==> config.mk <==
export PLATFORM = sky130hd
export DESIGN_NAME = cpu_ack_iface
export DESIGN_NICKNAME = d
export VERILOG_FILES = /design/src/rtl/ackif_pkg.sv /design/src/rtl/ackif_ctrl.sv /design/src/rtl/ackif_datapath.sv /design/src/rtl/cpu_ack_iface.sv
export SDC_FILE = /design/constraint.sdc
export NUM_CORES = 2
export LEC_CHECK = 0
export BUFFER_PORTS_ARGS = -buffer_cell sky130_fd_sc_hd__buf_2
export CORE_MARGIN = 2
export CORE_UTILIZATION = 60
export CTS_BUF_LIST = sky130_fd_sc_hd__clkbuf_4 sky130_fd_sc_hd__clkbuf_8 sky130_fd_sc_hd__clkbuf_16
export CTS_CLUSTER_DIAMETER = 150
export DETAILED_ROUTE_END_ITERATION = 10
export PLACE_DENSITY = 0.85
export SLEW_MARGIN = 10
export SYNTH_ARGS = -nofsm -noshare
export SYNTH_HDL_FRONTEND = slang
export SYNTH_SLANG_ARGS = --single-unit
==> constraint.sdc <==
create_clock -name clk -period 367.9 [get_ports clk]
set_input_delay 36.79 -clock clk [delete_from_list [all_inputs] [get_ports clk]]
set_output_delay 36.79 -clock clk [all_outputs]
set_load 0.005 [all_outputs]
==> src/rtl/ackif_pkg.sv <==
package ackif_pkg;
  localparam int ID_W = 10;
  localparam logic [ID_W-1:0] SPURIOUS_ID = 10'd1023;
  localparam int VALID_ID_MAX = 510;

  typedef enum logic [1:0] {
    SEL_CTRL = 2'd0,
    SEL_PMR  = 2'd1,
    SEL_ACK  = 2'd2,
    SEL_EOI  = 2'd3
  } regSel_e;

  typedef struct packed {
    logic wrCtrl;
    logic wrPmr;
    logic ackRd;
    logic eoiWr;
  } strobe_t;
endpackage

==> src/rtl/ackif_ctrl.sv <==
module ackif_ctrl
  import ackif_pkg::*;
(
  input  logic       clk,
  input  logic       rstN,
  input  logic [1:0] regSel,
  input  logic       wrEn,
  input  logic       rdEn,
  output strobe_t    strb
);
  regSel_e sel;
  logic    rdOnly;

  assign sel    = regSel_e'(regSel);
  assign rdOnly = rdEn & ~wrEn;

  always_comb begin
    strb        = '0;
    strb.wrCtrl = wrEn & (sel == SEL_CTRL);
    strb.wrPmr  = wrEn & (sel == SEL_PMR);
    strb.eoiWr  = wrEn & (sel == SEL_EOI);
    strb.ackRd  = rdOnly & (sel == SEL_ACK);
  end

  // An acknowledge and an end-of-interrupt never share a cycle (R7 relies on it)
  assert_one_strobe_R7: assert property (@(posedge clk) disable iff (!rstN)
    $onehot0({strb.wrCtrl, strb.wrPmr, strb.ackRd, strb.eoiWr}));
endmodule

==> src/rtl/ackif_datapath.sv <==
module ackif_datapath
  import ackif_pkg::*;
#(
  parameter int NUM_SRC = 64,
  parameter int PRIO_W  = 8,
  parameter logic [PRIO_W-1:0] PMR_RESET = 8'hF0
) (
  input  logic                      clk,
  input  logic                      rstN,
  input  logic [NUM_SRC-1:0]        pendVec,
  input  logic [NUM_SRC*PRIO_W-1:0] prioVec,
  input  strobe_t                   strb,
  input  logic [1:0]                regSel,
  input  logic [31:0]               wrData,
  output logic [31:0]               rdData,
  output logic                      irqOut
);
  localparam int IDX_W = (NUM_SRC > 1) ? $clog2(NUM_SRC) : 1;

  logic                enReg;
  logic [PRIO_W-1:0]   pmrReg;
  logic [NUM_SRC-1:0]  activeVec;
  logic [PRIO_W-1:0]   prioArr [NUM_SRC];
  logic [NUM_SRC-1:0]  candVec;
  logic [IDX_W-1:0]    ackIdx;
  logic [PRIO_W-1:0]   bestPrio;
  logic                found;
  logic                ackValid;
  logic [ID_W-1:0]     ackId;
  logic [ID_W-1:0]     eoiId;
  logic [IDX_W-1:0]    eoiIdx;
  logic                eoiInRange;
  logic                eoiHit;

  for (genvar g = 0; g < NUM_SRC; g++) begin : g_cand
    assign prioArr[g] = prioVec[g*PRIO_W +: PRIO_W];
    assign candVec[g] = pendVec[g] & ~activeVec[g] & (prioArr[g] < pmrReg);
  end

  // Scan from the top down; "<=" lets a lower ID win a tie
  always_comb begin
    found    = 1'b0;
    ackIdx   = '0;
    bestPrio = '1;
    for (int i = NUM_SRC - 1; i >= 0; i--) begin
      if (candVec[i] && (!found || prioArr[i] <= bestPrio)) begin
        found    = 1'b1;
        ackIdx   = IDX_W'(i);
        bestPrio = prioArr[i];
      end
    end
  end

  assign ackValid   = enReg & found;
  assign ackId      = ackValid ? ID_W'(ackIdx) : SPURIOUS_ID;
  assign irqOut     = enReg & (|candVec);
  assign eoiId      = wrData[ID_W-1:0];
  assign eoiIdx     = eoiId[IDX_W-1:0];
  assign eoiInRange = (32'(eoiId) < NUM_SRC);
  assign eoiHit     = strb.eoiWr & eoiInRange & activeVec[eoiIdx];

  always_comb begin
    case (regSel_e'(regSel))
      SEL_CTRL: rdData = {31'd0, enReg};
      SEL_PMR:  rdData = {{(32-PRIO_W){1'b0}}, pmrReg};
      SEL_ACK:  rdData = {{(32-ID_W){1'b0}}, ackId};
      default:  rdData = 32'd0;
    endcase
  end

  always_ff @(posedge clk) begin
    if (!rstN) begin
      enReg     <= 1'b0;
      pmrReg    <= PMR_RESET;
      activeVec <= '0;
    end else begin
      if (strb.wrCtrl) enReg <= wrData[0];
      if (strb.wrPmr)  pmrReg <= wrData[PRIO_W-1:0];
      if (strb.ackRd && ackValid) activeVec[ackIdx] <= 1'b1;
      if (eoiHit) activeVec[eoiIdx] <= 1'b0;
    end
  end

  assert_mask_reset_R1: assert property (@(posedge clk) disable iff (!rstN)
    $rose(rstN) |-> (pmrReg == PMR_RESET && activeVec == '0 && !enReg));

  assert_winner_below_mask_R3: assert property (@(posedge clk) disable iff (!rstN)
    ackValid |-> (prioArr[ackIdx] < pmrReg));

  assert_no_irq_disabled_R4: assert property (@(posedge clk) disable iff (!rstN)
    !enReg |-> (!irqOut && rdData[ID_W-1:0] == SPURIOUS_ID) || regSel != 2'd2);

  assert_ack_sets_active_R5: assert property (@(posedge clk) disable iff (!rstN)
    (strb.ackRd && ackValid) |=> activeVec[$past(ackIdx)]);

  assert_winner_not_active_R5: assert property (@(posedge clk) disable iff (!rstN)
    ackValid |-> !activeVec[ackIdx]);

  assert_eoi_clears_R6: assert property (@(posedge clk) disable iff (!rstN)
    eoiHit |=> !activeVec[$past(eoiIdx)]);

  assert_eoi_miss_ignored_R7: assert property (@(posedge clk) disable iff (!rstN)
    (strb.eoiWr && !eoiHit) |=> activeVec == $past(activeVec));

  assert_valid_id_limit_R10: assert property (@(posedge clk) disable iff (!rstN)
    ackValid |-> (32'(ackId) <= VALID_ID_MAX));
endmodule

==> src/rtl/cpu_ack_iface.sv <==
module cpu_ack_iface
  import ackif_pkg::*;
#(
  parameter int NUM_SRC = 64,
  parameter int PRIO_W  = 8,
  parameter logic [PRIO_W-1:0] PMR_RESET = 8'hF0
) (
  input  logic                      clk,
  input  logic                      rstN,
  input  logic [NUM_SRC-1:0]        pendVec,
  input  logic [NUM_SRC*PRIO_W-1:0] prioVec,
  input  logic [1:0]                regSel,
  input  logic                      wrEn,
  input  logic                      rdEn,
  input  logic [31:0]               wrData,
  output logic [31:0]               rdData,
  output logic                      irqOut
);
  strobe_t strb;

  ackif_ctrl u_ctrl (
    .clk    (clk),
    .rstN   (rstN),
    .regSel (regSel),
    .wrEn   (wrEn),
    .rdEn   (rdEn),
    .strb   (strb)
  );

  ackif_datapath #(
    .NUM_SRC   (NUM_SRC),
    .PRIO_W    (PRIO_W),
    .PMR_RESET (PMR_RESET)
  ) u_dp (
    .clk     (clk),
    .rstN    (rstN),
    .pendVec (pendVec),
    .prioVec (prioVec),
    .strb    (strb),
    .regSel  (regSel),
    .wrData  (wrData),
    .rdData  (rdData),
    .irqOut  (irqOut)
  );
endmodule

---- Word-level counts from Yosys, hierarchy flattened ----
Index checks and enable logic that the tools add are counted.
cells by class
  bitwise gates (word level) .............. 205
  equal/unequal tests ..................... 3
  multiplexer cells ....................... 202
  reduce and logical (&&, ||, !) cells .... 194
  order comparisons ....................... 132
operator list
  cell                                                                                  number
  8-bit < comparator                                                                    64
  8-bit <= comparator                                                                   63
  8-bit two-way mux                                                                     63
  6-bit two-way mux                                                                     64
  64-bit two-way mux                                                                    3
  1-bit AND                                                                             137
  1-bit two-way mux                                                                     67
  1-bit logical AND                                                                     66
  1-bit inverter                                                                        65
  64-bit AND                                                                            1
  64-bit inverter                                                                       1
  64-bit OR                                                                             1
  64-bit OR reduction                                                                   1
  1-bit logical NOT                                                                     63
  1-bit logical OR                                                                      63
  10-bit case mux with 3 select lines                                                   1
  6-bit by 7-bit < comparator with 1-bit output (second input constant)                 2
  1-bit demux with 6-bit select                                                         2
  6-bit by 1-bit greater-or-equal comparator with 1-bit output (second input constant)  2
  10-bit by 7-bit < comparator with 1-bit output (second input constant)                1
  10-bit two-way mux                                                                    1
  1-bit binary-select mux with 6-bit select                                             1
  2-bit == test (second input constant)                                                 2
  2-bit by 1-bit == test with 1-bit output (second input constant)                      1
  2-bit logical NOT                                                                     1
storage, ports and cells
  register bits after elaboration ......... 73
  input port bits ......................... 614

---- Logic depth before layout (Yosys ltp) ----
  depth in word-level cells ............... 265
  mapped depth ............................ 718
  mapped depth without buffers ............ 676

---- Hierarchy ----
From an unflattened synthesis, not the netlist that was laid out.
second synthesis, totals
  cells, all modules ...................... 5099
  area total of the unflattened synthesis .. 38274.2 um^2
by module, submodules not included
  module          area an instance (um^2)  cells each  sequential area each (um^2)  times used
  ackif_datapath  38236.7                  5095        1461.4                       1
  ackif_ctrl      37.5                     4           0.0                          1

---- Least setup slack after synthesis ----
OpenSTA, ideal clock, no wires.
  path type ............................... input to output
  start point ............................. input prioVec[506]
  end point ............................... output rdData[3]
  stages .................................. 686
  path slack .............................. 175754 ps
  required time ........................... 331110 ps
  data arrival time ....................... 155356 ps
  path through ............................ ha_1 -> a211o_1 -> a31oi_1 -> o211ai_1 -> clkbuf_1 -> or2_2 -> ha_1 -> and3_1 -> nand3_1 -> o31ai_1 -> or3_1 -> nand2_1 -> clkbuf_1 -> nor2_1 -> a21oi_1 -> inv_1 -> ha_1 -> nor2b_1 -> [650 not listed] -> ha_1 -> nor2b_1 -> o21a_1 -> o21ai_0 -> nand2b_1 -> a21oi_1 -> nor2_1 -> a211oi_1 -> a31oi_1 -> a21boi_0 -> inv_1 -> nand2_1 -> nor2_1 -> and4_1 -> clkbuf_1 -> clkbuf_1 -> nor2_1 -> o21ai_0
between the ends
  longest elaborated chain between the ends .. 258
  elaborated cells between the ends (all ways) .. 448
  those cells by class .................... order compare (64); mux (193); bitwise (2); reduce/logical (189)
RTL lines
  item                                                             RTL line              source
  start, declared                                                  cpu_ack_iface.sv:11   input logic [NUM_SRC*PRIO_W-1:0] prioVec,
  8-bit < comparator                                               ackif_datapath.sv:37  assign candVec[g] = pendVec[g] & ~activeVec[g] & (prioArr[g] < pmrReg);
  1-bit AND                                                        ackif_datapath.sv:37
  8-bit two-way mux / 1-bit two-way mux (equally long branches)    ackif_datapath.sv:46  if (candVec[i] && (!found || prioArr[i] <= bestPrio)) begin
  8-bit <= comparator / 1-bit logical NOT (equally long branches)  ackif_datapath.sv:46
  1-bit logical OR                                                 ackif_datapath.sv:46
  1-bit logical AND                                                ackif_datapath.sv:46
  8-bit two-way mux / 1-bit two-way mux (equally long branches)    ackif_datapath.sv:46
  8-bit <= comparator / 1-bit logical NOT (equally long branches)  ackif_datapath.sv:46
  [242 not listed]                                                 n/a
  8-bit two-way mux / 1-bit two-way mux (equally long branches)    ackif_datapath.sv:46
  8-bit <= comparator / 1-bit logical NOT (equally long branches)  ackif_datapath.sv:46
  1-bit logical OR                                                 ackif_datapath.sv:46
  1-bit logical AND                                                ackif_datapath.sv:46
  1-bit two-way mux                                                ackif_datapath.sv:46
  1-bit AND                                                        ackif_datapath.sv:54  assign ackValid = enReg & found;
  10-bit two-way mux (*)                                           ackif_datapath.sv:55  assign ackId = ackValid ? ID_W'(ackIdx) : SPURIOUS_ID;
  10-bit case mux with 3 select lines (*)                          ackif_datapath.sv:63  case (regSel_e'(regSel))
  end, declared                                                    cpu_ack_iface.sv:16   output logic [31:0] rdData,
Every way passes the cells marked *; elsewhere a longest branch is shown, timed or not.

---- Worst setup path in the final report ----
  start point ............................. input prioVec[510]
  end point ............................... output rdData[3]
The elaborated chain is that of the path after synthesis.

==> key figures <==
Final layout
  • Fin cells: 6,533
  • Filler Cell Count: about 5,400
  • NumNets Final: between 7,000 and 8,000
  • Share of cells above drive strength 1: 16.4%
  • Area delta synth->final: 11.5%
  • Final core utilization: between 60% and 70%

Synth
  • Post-Syn Area: about 0.037 mm^2
  • Ys async rst share: 0%
  • Area leader, netlist: ha_1
  • Mapped Cells: 5,101
  • Prevailing post-synth register cell: dfxtp_1
  • Yosys warns: 0
  • Seq cells post-synth: 73
  • Syn_area_per_cell: between 7 and 8 um^2
  • Post-synth EDFFs: 0
  • Synth unique cells: between 100 and 150
  • Synth top area share: between 20 and 30%
  • Post-synthesis sequential area ratio: 3.91%
  • Top cells by area, synth: ha_1 (30%), a21oi_1 (5.4%), inv_1 (5.1%), a21o_1 (4.9%), o21ai_0 (4.8%)

Clock tree
  • Max Buffers Root-to-Sink: 2
  • Clk_lat worst skew: approximately 0.34 ns
  • Root buf cell: clkbuf_16
  • CTS tree: yes
  • Post-CTS setup buffer count: 0
  • Sink Count: 73
  • Cts repair resizes: 0
  • CTS Hold Buffers Added: 0
  • Clock slew at reported path FFs: 0.06 ns
  • Htree depth: 3
  • CTS buffer count: 9

Timing
  • Tmin final: 215.22 ns
  • Final hold violation count: 0
  • Max Slew Vio Count: 0
  • Slew @ Worst Pin: 1.29 ns
  • RSZ-0062 raised after global routing: false
  • Worst hold slack: roughly 0.49 ns
  • Final period utilization: between 50% and 60%
  • Final setup fails: 0
  • Max-Slew Margin vs Limit: between 10% and 20%
  • Setup_tns: 0 ns
  • Skew final: ~0.005 ns
  • Fmax achieved: roughly 0.0046 GHz

Drt
  • Via Count: approximately 42,000
  • Final WL: roughly 140,000 um
  • Iteration-0 DRC Markers: around 4,000
  • WL per Instance: between 20 and 25 um
  • Pre-Repair DR Iteration Count: 8
  • # DRC: 0
  • Routed Antenna Nets: 0
  • Drt via density: 6.43

Worst setup path
  • CP most frequent cell: a21oi_1
  • Slowest cell on crit path: o21ai_1
  • CP max FO: 33
  • FF-to-FF path depth: about 650
  • CP arrival: approximately 180 ns
  • R2R setup slack: roughly 220 ns
  • RR Startpoint: u_dp.pmrReg[4]$_SDFFE_PN1P_
  • Startpoint types: input pin
  • Crit-path max cell delay: between 0.8 and 0.9 ns
  • CP startpoint: prioVec[510]
  • Req. time, crit path: about 330 ns
  • Worst Setup End Kind: output pin
  • Worst setup path class: in -> out

Run
  • Number of max-cap violations: 0

Die
  • Die ar.: 0.0643 mm^2
  • # rows: 91
  • Core ar.: 0.0616 mm^2
  • # IOs: approximately 650
  • Die Y: about 250 um
  • Initial cell density of the core: 60.7%
  • Die X: 254 um

Worst hold path
  • HP Start: u_dp.activeVec[48]$_SDFF_PN0_
  • Worst hold stages: 2
  • Hold crit path type: reg -> reg

Place
  • GP Congestion: between 1 and 1.5
  • Final HPWL DP: approximately 110,000 um
  • Inst Count DP: between 6,000 and 7,000
  • # port buffers: 602

GRT
  • First-pass GRT wire length: around 210,000 um
  • Initial antenna violation count: 64
  • Aggregate global-route resource usage: 41.0%
  • Remaining Overflow, GRT: 0
  • Pin count of the biggest net entering global routing: between 70 and 80
  • Number of global-route vias before repair: 40,000

Status
  • Status: completed
[sequential cells by signal, indices dropped and copies added (netlist names)]
signal and flops:
u_dp.activeVec 64, u_dp.pmrReg 8, u_dp.enReg 1
[cell usage after synthesis (17+ instances only)]
cell	count
ha_1	891
inv_1	508
a21oi_1	400
nor2_1	371
o21ai_0	356
nand2_1	293
a21o_1	246
nor2b_1	172
mux2i_1	152
nand2b_1	136
nand3_1	136
mux2_2	98
o21a_1	84
nor3_1	83
clkbuf_1	82
dfxtp_1	73
a211oi_1	67
a31oi_1	67
nand4_1	62
o211ai_1	61
and3_1	57
and2_1	52
or2_2	50
mux2_4	39
o31ai_1	35
buf_4	30
o21ai_1	25
or3_1	24
o21bai_1	23
a21boi_0	22
xnor2_1	20
a211o_1	18
maj3_1	18
o221ai_1	17
[kinds of logic after synthesis]
family	synth area share, %
mux	9.14
simple gates	20.8
compound gates	28.1
xor+xnor	0.679
fa+ha+maj	30.3
flops	3.91
other cells	0.0100
buf+inv	7.03
[placed cells by master, fill, tap and decap left out, drive strengths merged, types with 69 or more instances in the layout]
cell type / instances
ha: 891
buf: 637
inv: 503
a21oi: 403
o21ai: 384
nor2: 371
nand2: 294
a21o: 246
nor2b: 172
mux2i: 153
mux2: 138
nand2b: 136
nand3: 136
o21a: 84
nor3: 83
dfxtp: 73
a211oi: 69
a31oi: 69
[critical path, delay by kind of cell]
| family | cells | cell delay (ns) |
|---|---|---|
| fa+ha+maj | 70 | 19.57 |
| buf+inv | 46 | 5.45 |
| simple gates | 171 | 26.45 |
| mux | 40 | 13.91 |
| compound gates | 326 | 76.02 |
[layer usage]
metal  vias up  routed length (um)  global-route usage [%]
met4        36               10400                    27.4
met5         -                 244                       0
met1     19200               53400                    49.0
met2      2187               60800                    66.4
met3       633               13600                    8.56
li1      19900                   -                       -
[metrics by stage]
step	cell area, um^2	setup WS, ns
finish	41700	152.68
global route	41600	141.41
CTS	41500	155.65
detailed placement	41100	156.19
global placement	41100	158.49
floorplan	37500	175.75
[worst paths after layout]
kind                                   endpoint
setup / recovery                      rdData[3]
hold reg to reg   u_dp.activeVec[48]$_SDFF_PN0_
hold / removal    u_dp.activeVec[48]$_SDFF_PN0_
setup reg to reg  u_dp.activeVec[54]$_SDFF_PN0_
[layout make-up]
class / instances / area [um^2] / share of cell area [%]
Antenna cell: 64 / 160 / 0.384
Multi-Input combinational cell: 4397 / 33400 / 80.2
Clock buffer: 12 / 272 / 0.652
Timing Repair Buffer: 637 / 3290 / 7.89
Inverter: 509 / 1920 / 4.60
Clock inverter: 4 / 120 / 0.288
Tap cell: 837 / 1050 / 2.51
Sequential cell: 73 / 1470 / 3.52
Power is left out: the tool's default activity adds up to more than one toggle a clock period on the data nets, which glitch-free logic cannot reach.
